File: config.mk
export PLATFORM = sky130hd
export DESIGN_NAME = capAccessChecker
export DESIGN_NICKNAME = d
export VERILOG_FILES = /design/src/rtl/capchk_pkg.sv /design/src/rtl/capBoundsUnit.sv /design/src/rtl/capChkDatapath.sv /design/src/rtl/capChkControl.sv /design/src/rtl/capAccessChecker.sv
export SDC_FILE = /design/constraint.sdc
export NUM_CORES = 1
export LEC_CHECK = 0
export BUFFER_PORTS_ARGS = -buffer_cell sky130_fd_sc_hd__buf_2
export CAP_MARGIN = 20
export CORE_ASPECT_RATIO = 0.7
export CORE_MARGIN = 2
export CORE_UTILIZATION = 46
export CTS_CLUSTER_DIAMETER = 30
export CTS_CLUSTER_SIZE = 20
export DETAILED_ROUTE_END_ITERATION = 12
export PLACE_DENSITY = 0.9
export SETUP_SLACK_MARGIN = 0.15
export SLEW_MARGIN = 40
export SYNTH_ARGS = -nofsm -noshare
export SYNTH_HDL_FRONTEND = slang
export SYNTH_SLANG_ARGS = --single-unit
File: constraint.sdc
create_clock -name clk -period 0.8 [get_ports clk]
set_clock_uncertainty 0.1 [all_clocks]
set_input_delay 0.12 -clock clk [delete_from_list [all_inputs] [get_ports clk]]
set_output_delay 0.12 -clock clk [all_outputs]
set_load 0.02 [all_outputs]
File: src/rtl/capchk_pkg.sv
package capchk_pkg;

  typedef enum logic [1:0] {
    ACC_LOAD  = 2'd0,
    ACC_STORE = 2'd1,
    ACC_FETCH = 2'd2,
    ACC_RSVD  = 2'd3
  } accKind_e;

  typedef enum logic [2:0] {
    CAUSE_NONE   = 3'd0,
    CAUSE_TAG    = 3'd1,
    CAUSE_SEAL   = 3'd2,
    CAUSE_PERM   = 3'd3,
    CAUSE_LENGTH = 3'd4
  } cause_e;

  // Raw outcome of each independent test, before priority selection.
  typedef struct packed {
    logic tagBad;
    logic sealBad;
    logic permBad;
    logic lenBad;
  } faultVec_t;

  // Strobes from control to the datapath result stage.
  typedef struct packed {
    logic capture;
    logic clearResult;
  } stageStrobe_t;

endpackage

File: src/rtl/capBoundsUnit.sv
module capBoundsUnit #(
  parameter int ADDR_W       = 64,
  parameter int SIZE_CODE_W  = 3,
  parameter int MAX_SIZE_LOG = 4
) (
  input  logic [ADDR_W-1:0]      base,
  input  logic [ADDR_W-1:0]      top,
  input  logic [ADDR_W-1:0]      addr,
  input  logic [SIZE_CODE_W-1:0] sizeCode,
  output logic                   inBounds
);

  localparam int EXT_W = ADDR_W + 1;

  logic [EXT_W-1:0] accBytes;
  logic [EXT_W-1:0] endAddr;
  logic             sizeOk;
  logic             lowOk;
  logic             highOk;

  // Size codes beyond the largest supported access never pass.
  assign sizeOk   = (sizeCode <= SIZE_CODE_W'(MAX_SIZE_LOG));
  assign accBytes = {{ADDR_W{1'b0}}, 1'b1} << sizeCode;

  // The extra bit keeps a carry out of the address space visible.
  assign endAddr  = {1'b0, addr} + accBytes;
  assign lowOk    = (addr >= base);
  assign highOk   = (endAddr <= {1'b0, top});
  assign inBounds = sizeOk & lowOk & highOk;

endmodule

File: src/rtl/capChkDatapath.sv
module capChkDatapath
  import capchk_pkg::*;
#(
  parameter int ADDR_W       = 64,
  parameter int PERM_W       = 3,
  parameter int KIND_W       = 2,
  parameter int SIZE_CODE_W  = 3,
  parameter int MAX_SIZE_LOG = 4,
  parameter bit REGISTERED   = 1'b1
) (
  input  logic                   clk,
  input  logic                   rstN,
  input  logic                   capTag,
  input  logic                   capSealed,
  input  logic [PERM_W-1:0]      capPerms,
  input  logic [ADDR_W-1:0]      capBase,
  input  logic [ADDR_W-1:0]      capTop,
  input  logic [ADDR_W-1:0]      capAddr,
  input  logic [KIND_W-1:0]      accKind,
  input  logic [SIZE_CODE_W-1:0] accSizeLog,
  input  stageStrobe_t           strobe,
  input  cause_e                 selCause,
  output faultVec_t              faults,
  output logic                   rspAllow,
  output logic [2:0]             rspCause
);

  logic [PERM_W-1:0] permHit;
  logic              inBounds;
  logic              nextAllow;
  logic [2:0]        nextCause;

  // One match term per permission bit; a kind with no bit matches nothing.
  for (genvar k = 0; k < PERM_W; k++) begin : g_perm
    assign permHit[k] = (accKind == KIND_W'(k)) & capPerms[k];
  end

  capBoundsUnit #(
    .ADDR_W      (ADDR_W),
    .SIZE_CODE_W (SIZE_CODE_W),
    .MAX_SIZE_LOG(MAX_SIZE_LOG)
  ) bounds_i (
    .base    (capBase),
    .top     (capTop),
    .addr    (capAddr),
    .sizeCode(accSizeLog),
    .inBounds(inBounds)
  );

  assign faults.tagBad  = ~capTag;
  assign faults.sealBad = capSealed;
  assign faults.permBad = ~|permHit;
  assign faults.lenBad  = ~inBounds;

  assign nextAllow = strobe.capture && (selCause == CAUSE_NONE);
  assign nextCause = strobe.capture ? selCause : CAUSE_NONE;

  if (REGISTERED) begin : g_reg
    always_ff @(posedge clk or negedge rstN) begin
      if (!rstN) begin
        rspAllow <= 1'b0;
        rspCause <= CAUSE_NONE;
      end else if (strobe.capture || strobe.clearResult) begin
        rspAllow <= nextAllow;
        rspCause <= nextCause;
      end
    end
  end else begin : g_comb
    assign rspAllow = nextAllow & rstN;
    assign rspCause = rstN ? nextCause : CAUSE_NONE;
  end

endmodule

File: src/rtl/capChkControl.sv
module capChkControl
  import capchk_pkg::*;
#(
  parameter bit REGISTERED = 1'b1
) (
  input  logic         clk,
  input  logic         rstN,
  input  logic         reqValid,
  input  faultVec_t    faults,
  output stageStrobe_t strobe,
  output cause_e       selCause,
  output logic         rspValid
);

  // Fixed priority: tag, seal, permission, length.
  always_comb begin
    if (faults.tagBad)       selCause = CAUSE_TAG;
    else if (faults.sealBad) selCause = CAUSE_SEAL;
    else if (faults.permBad) selCause = CAUSE_PERM;
    else if (faults.lenBad)  selCause = CAUSE_LENGTH;
    else                     selCause = CAUSE_NONE;
  end

  assign strobe.capture     = reqValid;
  assign strobe.clearResult = ~reqValid;

  if (REGISTERED) begin : g_reg
    always_ff @(posedge clk or negedge rstN) begin
      if (!rstN) rspValid <= 1'b0;
      else       rspValid <= reqValid;
    end
  end else begin : g_comb
    assign rspValid = reqValid & rstN;
  end

endmodule

File: src/rtl/capAccessChecker.sv
module capAccessChecker
  import capchk_pkg::*;
#(
  parameter int ADDR_W       = 64,
  parameter int PERM_W       = 3,
  parameter int KIND_W       = 2,
  parameter int SIZE_CODE_W  = 3,
  parameter int MAX_SIZE_LOG = 4,
  parameter bit REGISTERED   = 1'b1
) (
  input  logic                   clk,
  input  logic                   rstN,
  input  logic                   reqValid,
  input  logic                   capTag,
  input  logic                   capSealed,
  input  logic [PERM_W-1:0]      capPerms,
  input  logic [ADDR_W-1:0]      capBase,
  input  logic [ADDR_W-1:0]      capTop,
  input  logic [ADDR_W-1:0]      capAddr,
  input  logic [KIND_W-1:0]      accKind,
  input  logic [SIZE_CODE_W-1:0] accSizeLog,
  output logic                   rspValid,
  output logic                   rspAllow,
  output logic [2:0]             rspCause
);

  faultVec_t    faults;
  stageStrobe_t strobe;
  cause_e       selCause;

  capChkDatapath #(
    .ADDR_W      (ADDR_W),
    .PERM_W      (PERM_W),
    .KIND_W      (KIND_W),
    .SIZE_CODE_W (SIZE_CODE_W),
    .MAX_SIZE_LOG(MAX_SIZE_LOG),
    .REGISTERED  (REGISTERED)
  ) dp_i (
    .clk       (clk),
    .rstN      (rstN),
    .capTag    (capTag),
    .capSealed (capSealed),
    .capPerms  (capPerms),
    .capBase   (capBase),
    .capTop    (capTop),
    .capAddr   (capAddr),
    .accKind   (accKind),
    .accSizeLog(accSizeLog),
    .strobe    (strobe),
    .selCause  (selCause),
    .faults    (faults),
    .rspAllow  (rspAllow),
    .rspCause  (rspCause)
  );

  capChkControl #(
    .REGISTERED(REGISTERED)
  ) ctl_i (
    .clk     (clk),
    .rstN    (rstN),
    .reqValid(reqValid),
    .faults  (faults),
    .strobe  (strobe),
    .selCause(selCause),
    .rspValid(rspValid)
  );

endmodule

==> results of run 1 <==
==> through the flow <==
stage | cells | util | power (mW)
5_1_grt | 1157 | 0.730 | 4.94
2_1_floorplan | 677 | - | 1.88
3_3_place_gp | 1139 | 0.687 | 3.30
4_1_cts | 1153 | 0.717 | 4.43
3_5_place_dp | 1139 | 0.687 | 3.44
6_report | 1157 | 0.730 | 4.55
==> timing repair <==
| action | CTS | global route |
|---|---|---|
| buffers inserted | 9 | 3 |
| pin swaps | 14 | 12 |
| hold endpoints to repair | 6 | 1 |
| gates resized for setup | 35 | 19 |
| cloned | 0 | 1 |
| endpoints found under the setup margin | 9 | 9 |
==> sequential cells by signal, indices dropped and copies added, names as in the netlist <==
name            cells
dp_i.rspAllow       1
dp_i.rspCause       3
ctl_i.rspValid      1
==> cell families after synthesis <==
| family | Yosys count | synth area share |
|---|---|---|
| AO/OA/AOI/OAI | 123 | 0.161 |
| XOR/XNOR | 62 | 0.110 |
| adder cells (fa/ha/maj) | 137 | 0.349 |
| buffers and inverters | 141 | 0.108 |
| flip-flops | 5 | 0.0254 |
| multiplexers | 2 | 0.00406 |
| AND/OR/NAND/NOR | 207 | 0.242 |
==> cells in the final DEF, fill, tap and decap left out, types with 5 or more instances in the layout <==
| cell | synthesis | layout |
|---|---|---|
| a21o_1 | 16 | 15 |
| a21oi_1 | 40 | 38 |
| and3_1 | 13 | 13 |
| and4_1 | 9 | 9 |
| buf_2 | 1 | 200 |
| buf_4 | 0 | 134 |
| buf_6 | 0 | 9 |
| dfrtp_1 | 5 | 5 |
| ha_1 | 136 | 133 |
| inv_1 | 134 | 134 |
| nand2_1 | 40 | 40 |
| nand2b_1 | 6 | 6 |
| nand3_1 | 29 | 26 |
| nand4_1 | 31 | 31 |
| nor2_1 | 26 | 22 |
| nor3_1 | 13 | 9 |
| nor3b_2 | 1 | 5 |
| nor4_1 | 6 | 5 |
| o21a_1 | 9 | 8 |
| o21ai_0 | 23 | 22 |
| xnor2_1 | 38 | 38 |
| xor2_1 | 24 | 23 |
==> power breakdown <==
group	total (mW)	internal [mW]	switching, mW	leakage, nW
Combinational	3.43	1.76	1.67	4.29
Clock	0.855	0.663	0.192	0.0382
Sequential	0.272	0.265	0.00719	0.0650
Total	4.55	2.69	1.87	4.39
==> per-layer routing <==
metal	GRT usage	vias up	wire [um]
met1	0.381	2793	7900
met4	0.0806	0	490
met3	0.0344	42	1210
li1	-	3092	-
met5	0	-	0
met2	0.508	268	8170
==> cells in the mapped netlist, types with 7 or more instances <==
cell / number
o21a_1: 9
nor3b_1: 7
nand4_1: 31
nand2_1: 40
inv_1: 134
a21o_1: 16
a21oi_1: 40
nor2_1: 26
xor2_1: 24
xnor2_1: 38
nor3_1: 13
and4_1: 9
o21ai_0: 23
ha_1: 136
and3_1: 13
nand3_1: 29
==> final timing paths <==
path	start	to	cells past startpoint	slack (ns)
worst min-delay path	capTag	dp_i.rspCause[0]	2	-0.03
worst max-delay path	accSizeLog[2]	dp_i.rspCause[2]	21	-2.99
min in group asynchronous	rstN	ctl_i.rspValid	2	0.15
max in group asynchronous	rstN	dp_i.rspCause[2]	2	0.30
==> worst max-delay path: stages <==
cell	delay, ns
buf_8	0.11
nor3_4	0.17
ha_2	0.21
fa_2	0.21
a21o_1	0.15
a21oi_4	0.07
nor2b_4	0.19
buf_6	0.13
o21ai_4	0.06
nor3_4	0.25
buf_4	0.15
buf_4	0.12
nand3_1	0.10
xnor2_1	0.15
ha_1	0.30
a21o_1	0.20
a21oi_1	0.16
o21ai_1	0.16
nor3_2	0.27
a31oi_1	0.16
o311a_1	0.35
==> area by class of cell <==
cell class / count / share of cell area
Clock buffer: 4 / 0.0104
Inverter: 134 / 0.0663
Multi-Input combinational cell: 532 / 0.591
Sequential cell: 5 / 0.0165
Tap cell: 132 / 0.0218
Timing Repair Buffer: 350 / 0.294
==> impl_metrics.tcl, run 1 <==
set metrics [dict create \
    cts_sinks 5 \
    area_growth_pct 53.9 \
    start_util 0.474 \
    ctsHoldBuffers 1 \
    synth_warnings 0 \
    fin_nets 1368 \
    gp_congestion 0.944 \
    min_path_type "input port to flop" \
    rows 31 \
    grt_antenna_before_repair 0 \
    post_drt_via_cell_ratio 5.35 \
    cts.clk_slew.worst_paths_ns 0.04 \
    hold_viol_final 1 \
    drc 0 \
    port_buffers 209 \
    cts_buffers 3 \
    tritoncts "yes" \
    tightest_slew_ns 0.476 \
    ir_drop_mv 0.538 \
    synth_edf_count 0 \
    pin_count 210 \
    grt_pass1_wl_um 27500 \
    post_route_cells_drive_above_1_share 0.385 \
    die_width_um 128 \
    htree_levels 1 \
    fin_crit_sh 4.74 \
    place_area_mm2 0.00714 \
    synth.area.top_cells "ha_1 35%, inv_1 10%, xnor2_1 6.8%, xor2_1 4.3%, a21oi_1 4.1%" \
    diodes 0 \
    first_pass_iters 5 \
    fin_ws_ns -2.99 \
    synth-seq-cells 5 \
    synth_ff_type "dfrtp_1" \
    crit_fanout 8 \
    syn_inst 677 \
    place_ws_ns -3.39 \
    grt_max_degree 12 \
    seq_area_frac_synth 0.0254 \
    crit_path_start_kind "input port" \
    cp-end-kind "flop" \
    leakagePower_nw 4.39 \
    grt_pass1_vias 6064 \
    seqCellArea_um2 125 \
    crit_type "input port to flop" \
    period_needed_ns 3.79 \
    synth_top_area_cell "ha_1" \
    critPathArrivalTime_ns 3.80 \
    avgSynthCellArea_um2 7.28 \
    cp_data_required_time_ns 0.81 \
    drv_cap 0 \
    netlist_area_mm2 0.00493 \
    async_reset_ff_frac 1.00 \
    wl_per_cell_um 15.4 \
    tns_ns -6.71 \
    fmax_ghz 0.264 \
    clk_path_buf_depth 2 \
    core-area_mm2 0.0104 \
    failed_checks "negative hold slack, negative setup slack" \
    hold_ws_ns -0.0265 \
    synth_top_area_frac 0.345 \
    synth_fp_nets 1019 \
    die_y_um 90.6 \
    setup_viol 9 \
    cts-root-buf "clkbuf_16" \
    synth.distinct_cells 61 \
    multiInputGateArea_mm2 0.00448 \
    dp_hpwl_um 15400 \
    slew_headroom 0.680 \
    final_max_slew_viol_count 0 \
    drt_iter0_drc 298 \
    drt_wl_total_um 17800 \
    stdcell_area_mm2 0.00758 \
    gr-total-overflow 0 \
    vias 6195 \
    ant_nets 0 \
    nFillCells 801 \
    rsz0062_at_grt "yes" \
    grt_usage 0.293 \
    die_area_mm2 0.0116 \
    status "finished, violations left" \
    power_density_mw_per_mm2 600 \
]
No activity file was read; power rests on OpenSTA's default activity.
==> inputs of run 2 (changes only) <==
--- a/config.mk
+++ b/config.mk
@@ -9,13 +9,12 @@
 export CAP_MARGIN = 20
 export CORE_ASPECT_RATIO = 0.7
 export CORE_MARGIN = 2
-export CORE_UTILIZATION = 46
+export CORE_UTILIZATION = 51
 export CTS_CLUSTER_DIAMETER = 30
 export CTS_CLUSTER_SIZE = 20
 export DETAILED_ROUTE_END_ITERATION = 12
-export PLACE_DENSITY = 0.9
+export PLACE_DENSITY = 0.95
 export SETUP_SLACK_MARGIN = 0.15
-export SLEW_MARGIN = 40
 export SYNTH_ARGS = -nofsm -noshare
 export SYNTH_HDL_FRONTEND = slang
 export SYNTH_SLANG_ARGS = --single-unit
==> run 2 against run 1 <==
Net effect:
- the run ends with negative setup slack left
- final cell count increased by 0.17%
- combinational power increased by 8.5%
- utilization increased by 11 points
- first-iteration DRC count increased by 57%
- via count increased by 7.3%
- clock-buffer cell count unchanged
- die area decreased by 9.4%
- routed wire length increased by 13%
- non-clock buffer count increased by 10
- critical path type unchanged
- highest routed layer unchanged
==> impl_metrics.tcl, run 2 (synthesis gave the netlist of run 1 again) <==
set metrics [dict create \
    status "finished, violations left" \
    failed_checks "negative setup slack" \
    wl_met3_um 1820 \
    cts_sinks 5 \
    gr-total-overflow 0 \
    drt_iter0_drc 467 \
    grt_antenna_before_repair 0 \
    final_max_slew_viol_count 0 \
    routed.top_layer "met4" \
    grt_pass1_wl_um 31700 \
    drt_wl_total_um 20100 \
    rsz0062_at_grt "yes" \
    final_cells 1159 \
    core-area_mm2 0.00922 \
    cts.clk_slew.worst_paths_ns 0.03 \
    fin_util 0.835 \
    cts-root-buf "clkbuf_16" \
    ant_nets 0 \
    fmax_ghz 0.255 \
    clk_path_buf_depth 2 \
    die_width_um 121 \
    layout_commonest_cell "buf_2" \
    wirelength_met1_um 7960 \
    critPathArrivalTime_ns 3.94 \
    max_stage_delay_ns 0.42 \
    area_growth_pct 56.2 \
    grt_pass1_vias 6965 \
    setup_viol 9 \
    top_regs "dp_i.rspCause (3), ctl_i.rspValid (1), dp_i.rspAllow (1)" \
    tritoncts "yes" \
    vias 6645 \
    crit_path_start_kind "input port" \
    cp-end-kind "flop" \
    post_drt_via_cell_ratio 5.73 \
    place_ws_ns -3.65 \
    crit_path_end "dp_i.rspCause[2]" \
    tightest_slew_ns 0.412 \
    htree_levels 1 \
    grt_max_degree 10 \
    cp_data_required_time_ns 0.81 \
    wl_met2_um 9280 \
    most-common-layout-cells "200 x buf_2, 145 x buf_4, 134 x inv_1, 134 x ha_1, 39 x nand2_1" \
    period_needed_ns 3.93 \
    die_area_mm2 0.0105 \
    ir_drop_mv 0.627 \
    port_buffers 209 \
    largest_register_ffs 3 \
    worstHoldStart "capTag" \
    top_register "dp_i.rspCause" \
    gp_congestion 0.957 \
    drv_cap 0 \
    cp_slowest_cell "or4_1" \
    power_density_mw_per_mm2 628 \
    leakagePower_nw 4.49 \
    pin_count 210 \
    crit_type "input port to flop" \
    first_pass_iters 6 \
    min_path_type "input port to flop" \
    dp_hpwl_um 15900 \
    placed_cells 1129 \
    diodes 0 \
    drc 0 \
    post_route_cells_drive_above_1_share 0.392 \
    hold_viol_final 0 \
    place_area_mm2 0.00710 \
    cts_buffers 3 \
    fin_crit_sh 4.91 \
    start_util 0.535 \
    die_y_um 86.2 \
    rows 29 \
    crit_chain "buf_12 > nor3b_4 > buf_4 > fa_2 > a21o_1 > a21oi_4 > nor2b_4 > buf_6 > o21a_4 > nand3_4 > nor2_2 > xor2_1 > ha_1 > nand4_1 > nor4_2 > nand3_2 > or4_1 > mux2i_1 > a31oi_2 > o311a_1" \
    stdcell_area_mm2 0.00770 \
    fin_nets 1378 \
    slew_headroom 0.725 \
    wl_per_cell_um 17.3 \
    fin_ws_ns -3.13 \
    crit_fanout 6 \
    grt_usage 0.375 \
    nFillCells 561 \
    worstSetupStartpoint "accSizeLog[0]" \
]
[run 2: cell types whose count changed in the layout (fill, tap and decap cells not counted), sizes merged]
cell,previous run,this run
buf,349,357
bufbuf,0,2
[run 2: worst max-delay path, delay by kind of cell]
kind	cells	cell delay, ns
AOI/OAI and AO/OA	5	1.01
xor gates and xnor gates	1	0.14
adders and majority gates	2	0.65
buffers and inverters	3	0.36
muxes	1	0.18
and+or+nand+nor	8	1.46
[run 2: worst min-delay path by stage]
stage / end / slack [ns] / cells after the start
6_report: dp_i.rspCause[0] / 0.003 / 2
5_1_grt: dp_i.rspCause[0] / 0.01 / 2
4_1_cts: dp_i.rspCause[0] / -0.006 / 2
3_5_place_dp: dp_i.rspAllow / -0.16 / 1
3_3_place_gp: dp_i.rspAllow / -0.16 / 1
2_1_floorplan: ctl_i.rspValid / -0.28 / 0
[run 2: cell type report]
type / instances / area [um2] / area share
clock buffer: 4 / 78.8 / 0.0102
tap: 124 / 155 / 0.0202
inverter: 134 / 503 / 0.0654
timing repair buffer: 360 / 2330 / 0.303
sequential: 5 / 125 / 0.0163
multi-input combinational: 532 / 4500 / 0.585
[run 2: layer usage]
layer,up-vias,track usage
met2,425,0.668
met5,-,0
met1,2994,0.435
met4,0,0.199
li1,3109,-
met3,117,0.0625
[run 2: report_power, final]
| group | leakage (nW) | switching (mW) | internal [mW] |
|---|---|---|---|
| Combinational | 4.39 | 1.83 | 1.89 |
| Sequential | 0.0650 | 0.00490 | 0.265 |
| Clock | 0.0382 | 0.184 | 0.662 |
[run 2: stage by stage]
stage	hold slack, ns	power, mW	TNS [ns]
global route	0.0129	5.20	-7.68
global placement	-0.164	3.33	-7.28
floorplan	-0.276	1.88	-5.79
detailed placement	-0.163	3.50	-7.72
CTS	-0.00636	4.59	-6.96
finish	0.00271	4.84	-7.33
[run 2: what timing repair did]
action / 4_1_cts / 5_1_grt
buffers inserted: 16 / 6
pin swaps: 22 / 17
hold buffers: 1 / 0
hold endpoints to repair: 6 / 0
resized for setup: 44 / 16
setup endpoints to repair: 9 / 9
cloned: 3 / 0
